==> config.mk <==
export PLATFORM = sky130hd
export DESIGN_NAME = muldiv_unit
export DESIGN_NICKNAME = d
export VERILOG_FILES = /design/src/rtl/muldiv_pkg.sv /design/src/rtl/muldiv_abs.sv /design/src/rtl/muldiv_step.sv /design/src/rtl/muldiv_unit.sv
export SDC_FILE = /design/constraint.sdc
export NUM_CORES = 1
export LEC_CHECK = 0
export BUFFER_PORTS_ARGS = -buffer_cell sky130_fd_sc_hd__buf_2
export CAP_MARGIN = 15
export CORE_UTILIZATION = 54
export CTS_CLUSTER_DIAMETER = 100
export DETAILED_ROUTE_END_ITERATION = 8
export PLACE_DENSITY = 0.75
export SYNTH_ARGS = -nofsm -noshare
export SYNTH_HDL_FRONTEND = slang
export SYNTH_SLANG_ARGS = --single-unit
==> constraint.sdc <==
create_clock -name clk -period 6 [get_ports clk]
set_input_delay 1.2 -clock clk [delete_from_list [all_inputs] [get_ports clk]]
set_output_delay 1.2 -clock clk [all_outputs]
set_load 0.01 [all_outputs]
==> src/rtl/muldiv_pkg.sv <==
package muldiv_pkg;

    typedef enum logic [1:0] {
        OP_MULS = 2'd0,
        OP_MULU = 2'd1,
        OP_DIVS = 2'd2,
        OP_DIVU = 2'd3
    } md_op_e;

    typedef enum logic [1:0] {
        ST_IDLE = 2'd0,
        ST_RUN  = 2'd1,
        ST_FIX  = 2'd2
    } md_state_e;

endpackage

==> src/rtl/muldiv_abs.sv <==
module muldiv_abs #(
    parameter int W = 32
) (
    input  logic         en_signed,
    input  logic [W-1:0] val,
    output logic [W-1:0] mag,
    output logic         neg
);
    always_comb begin
        neg = en_signed & val[W-1];
        mag = neg ? (~val + W'(1)) : val;
    end
endmodule

==> src/rtl/muldiv_step.sv <==
module muldiv_step #(
    parameter int W = 32
) (
    input  logic           is_div,
    input  logic [2*W-1:0] acc_i,
    input  logic [W-1:0]   opnd,
    output logic [2*W-1:0] acc_o
);
    localparam int AW = W + 2;

    logic [AW-1:0] opa_w, opb_w, sum_w;
    logic          cin_w;

    // one shared adder: add for multiply, subtract for divide
    always_comb begin
        if (is_div) begin
            opa_w = {1'b0, acc_i[2*W-1:W-1]};
            opb_w = ~{2'b00, opnd};
            cin_w = 1'b1;
        end else begin
            opa_w = {2'b00, acc_i[2*W-1:W]};
            opb_w = acc_i[0] ? {2'b00, opnd} : '0;
            cin_w = 1'b0;
        end
        sum_w = opa_w + opb_w + AW'(cin_w);
    end

    always_comb begin
        if (is_div) begin
            if (sum_w[AW-1])
                acc_o = {acc_i[2*W-2:0], 1'b0};
            else
                acc_o = {sum_w[W-1:0], acc_i[W-2:0], 1'b1};
        end else begin
            acc_o = {sum_w[W:0], acc_i[W-1:1]};
        end
    end
endmodule

==> src/rtl/muldiv_unit.sv <==
module muldiv_unit
    import muldiv_pkg::*;
#(
    parameter int W = 32
) (
    input  logic         clk,
    input  logic         rst_n,
    input  logic         start,
    input  logic [1:0]   op,
    input  logic [W-1:0] src_a,
    input  logic [W-1:0] src_b,
    output logic         busy,
    output logic         done,
    output logic [W-1:0] hi,
    output logic [W-1:0] lo
);
    localparam int CW = $clog2(W) + 1;

    typedef struct packed {
        md_state_e      st;
        logic [CW-1:0]  cnt;
        logic           is_div;
        logic           is_sgn;
        logic           neg_lo;
        logic           neg_hi;
        logic [W-1:0]   opnd;
        logic [2*W-1:0] acc;
        logic [W-1:0]   hi;
        logic [W-1:0]   lo;
        logic           done;
    } md_reg_t;

    md_reg_t r_q, r_d;

    logic           sgn_req;
    logic [W-1:0]   mag_a, mag_b;
    logic           neg_a, neg_b;
    logic [2*W-1:0] step_acc;
    logic [2*W-1:0] prod_neg;

    assign sgn_req = ~op[0];

    muldiv_abs #(.W(W)) u_abs_a (.en_signed(sgn_req), .val(src_a), .mag(mag_a), .neg(neg_a));
    muldiv_abs #(.W(W)) u_abs_b (.en_signed(sgn_req), .val(src_b), .mag(mag_b), .neg(neg_b));

    muldiv_step #(.W(W)) u_step (
        .is_div (r_q.is_div),
        .acc_i  (r_q.acc),
        .opnd   (r_q.opnd),
        .acc_o  (step_acc)
    );

    assign prod_neg = ~r_q.acc + (2*W)'(1);

    always_comb begin
        r_d      = r_q;
        r_d.done = 1'b0;
        case (r_q.st)
            ST_IDLE: begin
                if (start) begin
                    r_d.st     = ST_RUN;
                    r_d.cnt    = '0;
                    r_d.is_div = op[1];
                    r_d.is_sgn = sgn_req;
                    r_d.opnd   = mag_b;
                    r_d.acc    = {{W{1'b0}}, mag_a};
                    r_d.neg_lo = neg_a ^ neg_b;
                    r_d.neg_hi = op[1] ? neg_a : (neg_a ^ neg_b);
                end
            end
            ST_RUN: begin
                r_d.acc = step_acc;
                r_d.cnt = r_q.cnt + CW'(1);
                if (r_q.cnt == CW'(W - 1)) begin
                    if (r_q.is_sgn) begin
                        r_d.st = ST_FIX;
                    end else begin
                        r_d.st   = ST_IDLE;
                        r_d.hi   = step_acc[2*W-1:W];
                        r_d.lo   = step_acc[W-1:0];
                        r_d.done = 1'b1;
                    end
                end
            end
            ST_FIX: begin
                r_d.st   = ST_IDLE;
                r_d.done = 1'b1;
                if (r_q.is_div) begin
                    r_d.hi = r_q.neg_hi ? (~r_q.acc[2*W-1:W] + W'(1)) : r_q.acc[2*W-1:W];
                    r_d.lo = r_q.neg_lo ? (~r_q.acc[W-1:0] + W'(1)) : r_q.acc[W-1:0];
                end else if (r_q.neg_lo) begin
                    r_d.hi = prod_neg[2*W-1:W];
                    r_d.lo = prod_neg[W-1:0];
                end else begin
                    r_d.hi = r_q.acc[2*W-1:W];
                    r_d.lo = r_q.acc[W-1:0];
                end
            end
            default: r_d.st = ST_IDLE;
        endcase
    end

    always_ff @(posedge clk) begin
        if (!rst_n) begin
            r_q <= '0;
        end else begin
            r_q <= r_d;
        end
    end

    assign busy = (r_q.st != ST_IDLE);
    assign done = r_q.done;
    assign hi   = r_q.hi;
    assign lo   = r_q.lo;

    // an idle unit takes a start request
    a_r1_accept: assert property (@(posedge clk) disable iff (!rst_n)
        (!busy && start) |=> busy);

    // busy and done never overlap
    a_r8_busy_vs_done: assert property (@(posedge clk) disable iff (!rst_n)
        done |-> !busy);

    // done lasts a single cycle and follows exactly W steps
    a_r7_done_pulse: assert property (@(posedge clk) disable iff (!rst_n)
        done |=> !done);
    a_r7_step_count: assert property (@(posedge clk) disable iff (!rst_n)
        done |-> (r_q.cnt == CW'(W)));

    // the step counter advances every running cycle regardless of start
    a_r9_no_restart: assert property (@(posedge clk) disable iff (!rst_n)
        (r_q.st == ST_RUN) |=> (r_q.cnt == $past(r_q.cnt) + CW'(1)));

    // result registers move only on completion
    a_r10_hold: assert property (@(posedge clk) disable iff (!rst_n)
        !done |-> ($stable(hi) && $stable(lo)));

endmodule

==> results of run 1 <==
-- how the worst max path moves through the flow --
stage	cells past startpoint	to	slack, ps	start
6_report	15	hi[24]	970	r_q[164]
5_1_grt	15	hi[24]	670	r_q[164]
4_1_cts	15	hi[24]	1070	r_q[164]
3_5_place_dp	15	hi[24]	1100	r_q[164]
3_3_place_gp	14	r_q[65]	1250	r_q[164]
2_1_floorplan	17	hi[28]	1220	r_q[164]
-- layout make-up --
| cell class | count | area, um^2 |
|---|---|---|
| Clock buffer | 17 | 425.4 |
| Clock inverter | 15 | 207.7 |
| Fill cell | 2319 | 10030 |
| Inverter | 31 | 116.4 |
| Multi-Input combinational cell | 1416 | 9041 |
| Sequential cell | 173 | 3467 |
| Tap cell | 324 | 405.4 |
| Timing Repair Buffer | 157 | 843.3 |
-- synth_stat cells, drive strengths merged, types with 21 or more instances --
library cell	number	share of area
nand2	220	0.061
o21ai	176	0.066
dfxtp	173	0.25
nor2	166	0.046
clkbuf	122	0.034
a21oi	89	0.033
buf	78	0.040
xor2	73	0.047
xnor2	67	0.043
mux2	57	0.047
a31oi	46	0.021
a22oi	40	0.022
ha	40	0.037
nor3	35	0.013
a211oi	34	0.019
o22ai	34	0.016
inv	29	0.0080
or3	21	0.010
-- cells by family after synthesis --
family / synth area share
flip-flops: 0.2548
AO/OA/AOI/OAI: 0.2795
multiplexers: 0.05385
adder cells (fa/ha/maj): 0.03976
AND/OR/NAND/NOR: 0.1998
buffers and inverters: 0.08211
XOR/XNOR: 0.09021
-- flip-flops by register name, summed over array words and instances (netlist names) --
signal,cells
r_q,108
hi,32
lo,32
done,1
-- layer usage --
metal | up-vias | global-route usage
li1 | 6521 | -
met1 | 6328 | 0.5040
met2 | 790 | 0.4484
met3 | 63 | 0.07851
met4 | 2 | 0.07532
met5 | - | 0
-- worst register-to-register path: stages, from the launching register on --
cell and delay [ps]:
dfxtp_4 780, clkinv_1 150, buf_4 250, a21boi_0 340, fa_1 260, inv_1 60
fa_1 390, a21o_1 220, a221o_1 350, a31o_2 300, o21ai_0 440, nand2_1 180
o41ai_1 500, a211oi_1 100, a211oi_1 430, a22o_1 220
-- report_power, final --
part | switching, mW | internal [mW] | leakage (nW)
sequential | 0.0836 | 1.20 | 1.41
clock | 0.615 | 0.578 | 0.299
combinational | 0.463 | 0.276 | 3.92
-- through the flow --
stage               hold slack, ps  setup WS [ps]  instance area [um^2]  std cells
global placement             447.9           1255                 13870       2101
floorplan                    433.8           1223                 13590       1820
global route                 490.6          668.8                 14510       2133
detailed placement           450.1           1098                 13870       2101
CTS                          472.0           1068                 14510       2133
finish                       470.0          973.8                 14510       2133
==> impl_metrics.env, run 1 <==
export IMPL_hpwl_um=31050
export IMPL_grt_pass1_vias=12090
export IMPL_syn_inst=1820
export IMPL_cp_cell_sequence="clkinv_1, buf_4, a21boi_0, fa_1, inv_1, fa_1, a21o_1, a221o_1, a31o_2, o21ai_0, nand2_1, o41ai_1, a211oi_1, a211oi_1, a22o_1"
export IMPL_min_period_over_period=0.8377
export IMPL_cts_resized_gates=0
export IMPL_cpPeakStageDelay_ps=780
export IMPL_wirelength_um=42290
export IMPL_final_cell_mix="220 x nand2_1, 172 x dfxtp_1, 171 x o21ai_0, 164 x nor2_1, 134 x buf_2"
export IMPL_place_gp_congestion=1.015
export IMPL_vias=13700
export IMPL_clock_latency_ps=450
export IMPL_portBuffers=134
export IMPL_min_path_type="reg -> reg"
export IMPL_avgSynthCellArea_um2=7.469
export IMPL_p_per_area_nw_per_um2=221.7
export IMPL_drt_first_iter_violations=1825
export IMPL_vdd_ir_drop_max_mv=0.1625
export IMPL_drv_slew=0
export IMPL_wl_met3_um=5127
export IMPL_endpoint_kind="flop"
export IMPL_die_x_um=160.7
export IMPL_row_count=57
export IMPL_coreArea_um2=24530
export IMPL_required_ps=6390
export IMPL_cp_num_buf_inv=3
export IMPL_yosysWarnings=0
export IMPL_synth_ff_type="dfxtp_1"
export IMPL_hold_start="hi[6]"
export IMPL_clock_fmax_ghz=0.1990
export IMPL_relSlewSlack=0.1751
export IMPL_start_util=0.5541
export IMPL_drt_wirelength_per_cell_um=19.83
export IMPL_synth_edf_count=0
export IMPL_post_cts_setup_buffers=0
export IMPL_synth_area_um2=13590
export IMPL_slowest_stage="dfxtp_4"
export IMPL_drt_pass1_iter_count=6
export IMPL_fin_tns_setup_ps=0
export IMPL_fin_skew_ps=14.88
export IMPL_r2r_end="hi[24]"
export IMPL_drive_above_1_share=0.1542
export IMPL_cts_hold_buf=0
export IMPL_seq_area_frac_synth=0.2548
export IMPL_top_layer="met5"
export IMPL_async_reset_ff_frac=0
export IMPL_fin_crit_ps=5026
export IMPL_diodes=0
export IMPL_met1Wirelength_um=19680
export IMPL_start_kind="flop"
export IMPL_cap_violations=0
export IMPL_cts_made_buffers=17
export IMPL_r2r_start="r_q[164]"
export IMPL_final_common_cell="nand2_1"
export IMPL_root_buffer="clkbuf_16"
export IMPL_worstPathMaxFanout=49
export IMPL_worstHoldPathCells=2
export IMPL_rsz0062_at_grt="false"
export IMPL_htreeDepth=4
export IMPL_cts_sinks=173
export IMPL_area_growth_synth_to_final_pct=6.719
export IMPL_worstHoldEndpoint="hi[6]"
export IMPL_final_hold_viol_count=0
export IMPL_worst_pin_slew_ps=1237
export IMPL_fp_dieArea_um2=25810
export IMPL_arrival_ps=5420
export IMPL_clk_pin_slew_ps=90
export IMPL_rr_worst_depth=15
export IMPL_dr_wl_met2_um=16740
export IMPL_ys_types=80
export IMPL_die_h_um=160.7
export IMPL_grt_usage=0.3271
export IMPL_layout_nets=1907
export IMPL_setup_viol=0
export IMPL_antenna_found_initial=1
export IMPL_clockBufferDepth=2
export IMPL_rrSetupSlack_ps=970
export IMPL_critPathKind="reg -> reg"
export IMPL_syn_num_nets=1931
export IMPL_power_mw=3.216
export IMPL_ys_seq_elements=173
export IMPL_grt_pass1_wl_um=67350
export IMPL_status="finished clean"
export IMPL_viasPerCell=6.425
export IMPL_cts_tree="built"
export IMPL_ant_nets=0
export IMPL_grt_start_max_net_pins=64
export IMPL_cp_top_family="compound AO/OA/AOI/OAI gates"
export IMPL_drc=0
export IMPL_fin_util=0.5913
export IMPL_p_leak_nw=5.631
export IMPL_ios=135
export IMPL_grt_overflow=0
Power figures use the tool's default switching activity.
==> run 2, diff against run 1 <==
- PLACE_DENSITY: 0.75 -> 0.78
- clock period: 6 -> 4.2 ns (I/O delays scaled with it)
==> run 2 against run 1 <==
Setup slack worse by 770 ps. Sequential power rose by 42%. Power rose by 43%. Wire length grew 4.2%. Sequential share of layout area down 0.82 points. Final area is 3.6% higher. Critical path type unchanged. Critical endpoint unchanged. Largest cell class unchanged.
==> impl_metrics.env, run 2 (same netlist as run 1, synthesis figures left out) <==
export IMPL_cpPeakStageDelay_ps=430
export IMPL_cts_sinks=173
export IMPL_seq_area_um2=3467
export IMPL_power_mw=4.597
export IMPL_fin_crit_ps=3998
export IMPL_drive_above_1_share=0.1849
export IMPL_grt_pass1_wl_um=68770
export IMPL_fin_skew_ps=11.60
export IMPL_multi_input_area_um2=9077
export IMPL_place_gp_congestion=0.9841
export IMPL_drt_wirelength_per_cell_um=20.07
export IMPL_viasPerCell=6.430
export IMPL_fp_dieArea_um2=25810
export IMPL_coreArea_um2=24530
export IMPL_cap_violations=0
export IMPL_min_period_over_period=0.9518
export IMPL_grt_overflow=0
export IMPL_wirelength_um=44050
export IMPL_clk_pin_slew_ps=80
export IMPL_endpoint_kind="flop"
export IMPL_final_hold_viol_count=0
export IMPL_drv_slew=0
export IMPL_largest_register="r_q"
export IMPL_drc=0
export IMPL_clock_latency_ps=440
export IMPL_slowest_stage="dfxtp_4"
export IMPL_htreeDepth=4
export IMPL_required_ps=4590
export IMPL_area_growth_synth_to_final_pct=10.51
export IMPL_p_per_area_nw_per_um2=306.0
export IMPL_antenna_found_initial=0
export IMPL_relSlewSlack=0.3727
export IMPL_vias=14110
export IMPL_grt_pass1_vias=12400
export IMPL_ios=135
export IMPL_cp_num_buf_inv=3
export IMPL_fin_util=0.6123
export IMPL_cts_tree="built"
export IMPL_p_leak_nw=5.954
export IMPL_layout_nets=1969
export IMPL_start_util=0.5541
export IMPL_setup_viol=0
export IMPL_die_x_um=160.7
export IMPL_worst_pin_slew_ps=939.0
export IMPL_hpwl_um=32650
export IMPL_ant_nets=0
export IMPL_cp_cell_sequence="clkinv_1, a21boi_1, fa_1, inv_1, fa_1, a21o_1, a221o_1, a31o_2, o21ai_1, nand2_1, o41ai_1, buf_4, a211oi_1, a211oi_1, a22o_1"
export IMPL_die_h_um=160.7
export IMPL_portBuffers=134
export IMPL_largest_register_ffs=108
export IMPL_clock_fmax_ghz=0.2501
export IMPL_final_cell_mix="220 x nand2_1, 172 x dfxtp_1, 165 x o21ai_0, 164 x nor2_1, 134 x buf_2"
export IMPL_worstPathMaxFanout=6
export IMPL_cts_made_buffers=17
export IMPL_cp_top_family="compound AO/OA/AOI/OAI gates"
export IMPL_critPathKind="reg -> reg"
export IMPL_drt_first_iter_violations=1828
export IMPL_cts_hold_buf=0
export IMPL_start_kind="flop"
export IMPL_stdcell_area_um2=15020
export IMPL_fill_cells=2250
export IMPL_arrival_ps=4380
export IMPL_clockBufferDepth=2
export IMPL_status="finished clean"
export IMPL_vdd_ir_drop_max_mv=0.2795
export IMPL_min_path_type="reg -> reg"
export IMPL_diodes=0
export IMPL_place_area_um2=14320
export IMPL_drt_pass1_iter_count=6
export IMPL_final_common_cell="nand2_1"
export IMPL_grt_usage=0.3354
export IMPL_root_buffer="clkbuf_16"
export IMPL_row_count=57
export IMPL_grt_start_max_net_pins=98
-- run 2: changes by cell type in the layout (fill, tap and decap cells not counted), moves of 2 or more --
cell,previous run,this run
buf_4,23,80
o21ai_0,171,165
o21ai_1,2,8
clkinv_8,7,4
inv_6,3,6
a21boi_0,3,1
a311oi_1,10,8
a311oi_2,0,2
buf_6,0,2
inv_12,3,1
-- run 2: final cells by class --
cell class	count	share of cell area
clock buffers	17	0.02832
well taps	324	0.02699
clock inverters	15	0.01124
repair buffers	219	0.09062
multi-input cells	1416	0.6043
inverters	31	0.007746
flip-flops and latches	173	0.2308
-- run 2: worst register-to-register path, stage by stage, from the launching register on --
cell and delay (ps):
dfxtp_4 430, clkinv_1 150, a21boi_1 270, fa_1 290
inv_1 70, fa_1 400, a21o_1 210, a221o_1 320
a31o_2 280, o21ai_1 260, nand2_1 130, o41ai_1 380
buf_4 190, a211oi_1 40, a211oi_1 340, a22o_1 200
-- run 2: worst paths after layout --
path | depth (start not counted) | slack, ps | startpoint | endpoint
max | 15 | 200 | r_q[164] | hi[24]
min | 2 | 460 | hi[6] | hi[6]
max reg2reg | 15 | 200 | r_q[164] | hi[24]
min reg2reg | 2 | 460 | hi[6] | hi[6]
-- run 2: repair_timing --
| action | CTS | global route |
|---|---|---|
| setup endpoints to repair | 0 | 42 |
| buffers inserted | 0 | 2 |
| resized for setup | 0 | 15 |
-- run 2: stage by stage --
step	worst slack (ps)	cells	hold slack (ps)	TNS [ps]
6_report	202.4	2195	461.8	0
5_1_grt	-0.1021	2195	497.9	-0.1021
4_1_cts	19.39	2190	462.0	0
3_5_place_dp	68.20	2158	442.5	0
3_3_place_gp	235.4	2158	443.2	0
2_1_floorplan	10.76	1820	433.8	0
-- run 2: power by group --
group          total (mW)  internal, mW  leakage [nW]  switching (mW)
logic                1.14         0.444          4.26           0.696
registers            1.82          1.72          1.41           0.107
clock network        1.63         0.805         0.288           0.829
-- run 2: metal layers --
layer	track usage	share of wire	vias to the layer above
li1	-	-	6669
met3	0.08213	0.13	90
met2	0.4610	0.40	867
met1	0.5122	0.45	6488
met4	0.08312	0.020	0
met5	0	0	-
==> run 3, diff against run 2 <==
==> constraint.sdc (replaced) <==
create_clock -name clk -period 4.2 [get_ports clk]
set_input_delay 0.21 -clock clk [delete_from_list [all_inputs] [get_ports clk]]
set_output_delay 0.21 -clock clk [all_outputs]
set_load 0.01 [all_outputs]
==> run 3 against run 2 <==
Sequential cell count unchanged. Power up 0.88%. First-iteration DRC count up 12%. Non-clock buffer count fell by 2. Worst hold slack worse by 400 ps. Wire length decreased by 0.95%. Global-route usage is 0.43 points lower. Setup slack got worse by 73 ps. Utilization is 0.13 points higher. Largest power group unchanged.
==> impl_metrics.env, run 3 (same netlist as run 1, synthesis figures left out) <==
export IMPL_start_kind="flop"
export IMPL_diodes=0
export IMPL_clk_pin_slew_ps=90
export IMPL_setup_viol=0
export IMPL_layout_nets=1967
export IMPL_fin_skew_ps=17.92
export IMPL_clockBufferDepth=2
export IMPL_cts_sinks=173
export IMPL_place_gp_congestion=0.9604
export IMPL_min_period_over_period=0.9693
export IMPL_stdcell_area_um2=15050
export IMPL_drv_slew=0
export IMPL_relSlewSlack=0.3002
export IMPL_drc=0
export IMPL_grt_pass1_vias=12260
export IMPL_coreArea_um2=24530
export IMPL_cts_made_buffers=17
export IMPL_clock_fmax_ghz=0.2456
export IMPL_grt_usage=0.3312
export IMPL_cts_tree="built"
export IMPL_hpwl_um=32540
export IMPL_portBuffers=134
export IMPL_wirelength_um=43630
export IMPL_vdd_ir_drop_max_mv=0.2131
export IMPL_die_x_um=160.7
export IMPL_root_buffer="clkbuf_16"
export IMPL_largest_register="r_q"
export IMPL_drt_pass1_iter_count=6
export IMPL_place_area_um2=14300
export IMPL_grt_overflow=0
export IMPL_worstPathMaxFanout=29
export IMPL_largest_register_ffs=108
export IMPL_ant_nets=0
export IMPL_cap_violations=0
export IMPL_required_ps=4540
export IMPL_p_leak_nw=5.952
export IMPL_endpoint_kind="flop"
export IMPL_setup_slack_ps=129.0
export IMPL_fp_dieArea_um2=25810
export IMPL_drt_first_iter_violations=2052
export IMPL_antenna_found_initial=0
export IMPL_final_hold_viol_count=0
export IMPL_final_common_cell="nand2_1"
export IMPL_status="finished clean"
export IMPL_start_util=0.5541
export IMPL_viasPerCell=6.409
export IMPL_arrival_ps=4410
export IMPL_p_per_area_nw_per_um2=308.1
export IMPL_ios=135
export IMPL_grt_start_max_net_pins=93
export IMPL_grt_pass1_wl_um=68240
export IMPL_area_growth_synth_to_final_pct=10.74
export IMPL_min_path_type="in -> reg"
export IMPL_drt_wirelength_per_cell_um=19.89
export IMPL_row_count=57
export IMPL_vias=14060
export IMPL_htreeDepth=4
export IMPL_rsz0062_at_grt="true"
export IMPL_critPathKind="reg -> reg"
export IMPL_final_cell_mix="220 x nand2_1, 172 x dfxtp_1, 166 x o21ai_0, 164 x nor2_1, 134 x buf_2"
export IMPL_pre_cts_ws_ps=-126.0
export IMPL_worst_pin_slew_ps=1045
export IMPL_drive_above_1_share=0.1873
export IMPL_die_h_um=160.7
export IMPL_fin_crit_ps=4071
export IMPL_clock_latency_ps=450
==> run 3: metrics by stage <==
step                std cells  hold WS, ps  power, mW  utilization  setup TNS, ps
detailed placement       2155        450.0      2.943       0.5828         -126.0
global placement         2155        444.5      2.922       0.5828              0
finish                   2193        63.61      4.637       0.6136              0
CTS                      2187        61.83      4.587       0.6082              0
global route             2193        89.76      4.807       0.6136         -14.54
floorplan                1820        346.0      2.593            -              0
==> run 3: report_power, final <==
| group | internal (mW) | switching (mW) | leakage (nW) | total [mW] |
|---|---|---|---|---|
| clock | 0.814 | 0.864 | 0.294 | 1.68 |
| sequential | 1.72 | 0.110 | 1.41 | 1.83 |
| combinational | 0.445 | 0.689 | 4.25 | 1.13 |
==> run 3: repair_timing <==
item | in CTS | in global routing
gates resized for setup | 1 | 19
cloned | 0 | 1
pin swaps | 0 | 1
hold buffers | 0 | 0
setup buffers | 0 | 4
endpoints found under the setup margin | 1 | 38
==> run 3: cell type report <==
cell class / instances / area (um^2)
well taps: 324 / 405.4
clock inverters: 15 / 190.2
fillers: 2244 / 9480
repair buffers: 217 / 1343
flip-flops and latches: 173 / 3467
inverters: 31 / 116.4
clock buffers: 17 / 425.4
multi-input cells: 1416 / 9106
==> run 3: worst paths after layout <==
check	startpoint	endpoint	slack, ps	cells past startpoint
worst max register to register	r_q[164]	r_q[97]	130	16
worst min-delay path	src_b[13]	r_q[142]	60	3
worst min register to register	hi[6]	hi[6]	460	2
worst max-delay path	r_q[164]	r_q[97]	130	16
==> run 3: worst max-delay path, stage by stage (launching register included) <==
cell and delay, ps:
dfxtp_4 450, clkinv_1 210, buf_4 270, o21ai_0 240, ha_1 290, a21o_1 180, a31oi_1 260, a211o_1 220
o21ai_0 80, buf_4 150, a311o_1 310, buf_4 180, a21oi_4 330, buf_4 220, mux2i_1 230, mux2i_2 140
o21ai_0 210
==> run 3: metal layers <==
metal  global-route usage  up-vias  wire length [um]
li1                     -     6651                 -
met1               0.5205     6554             20290
met2               0.4650      800             17650
met3              0.05398       50              5107
met4              0.06667        0               578
met5                    0        -                 0
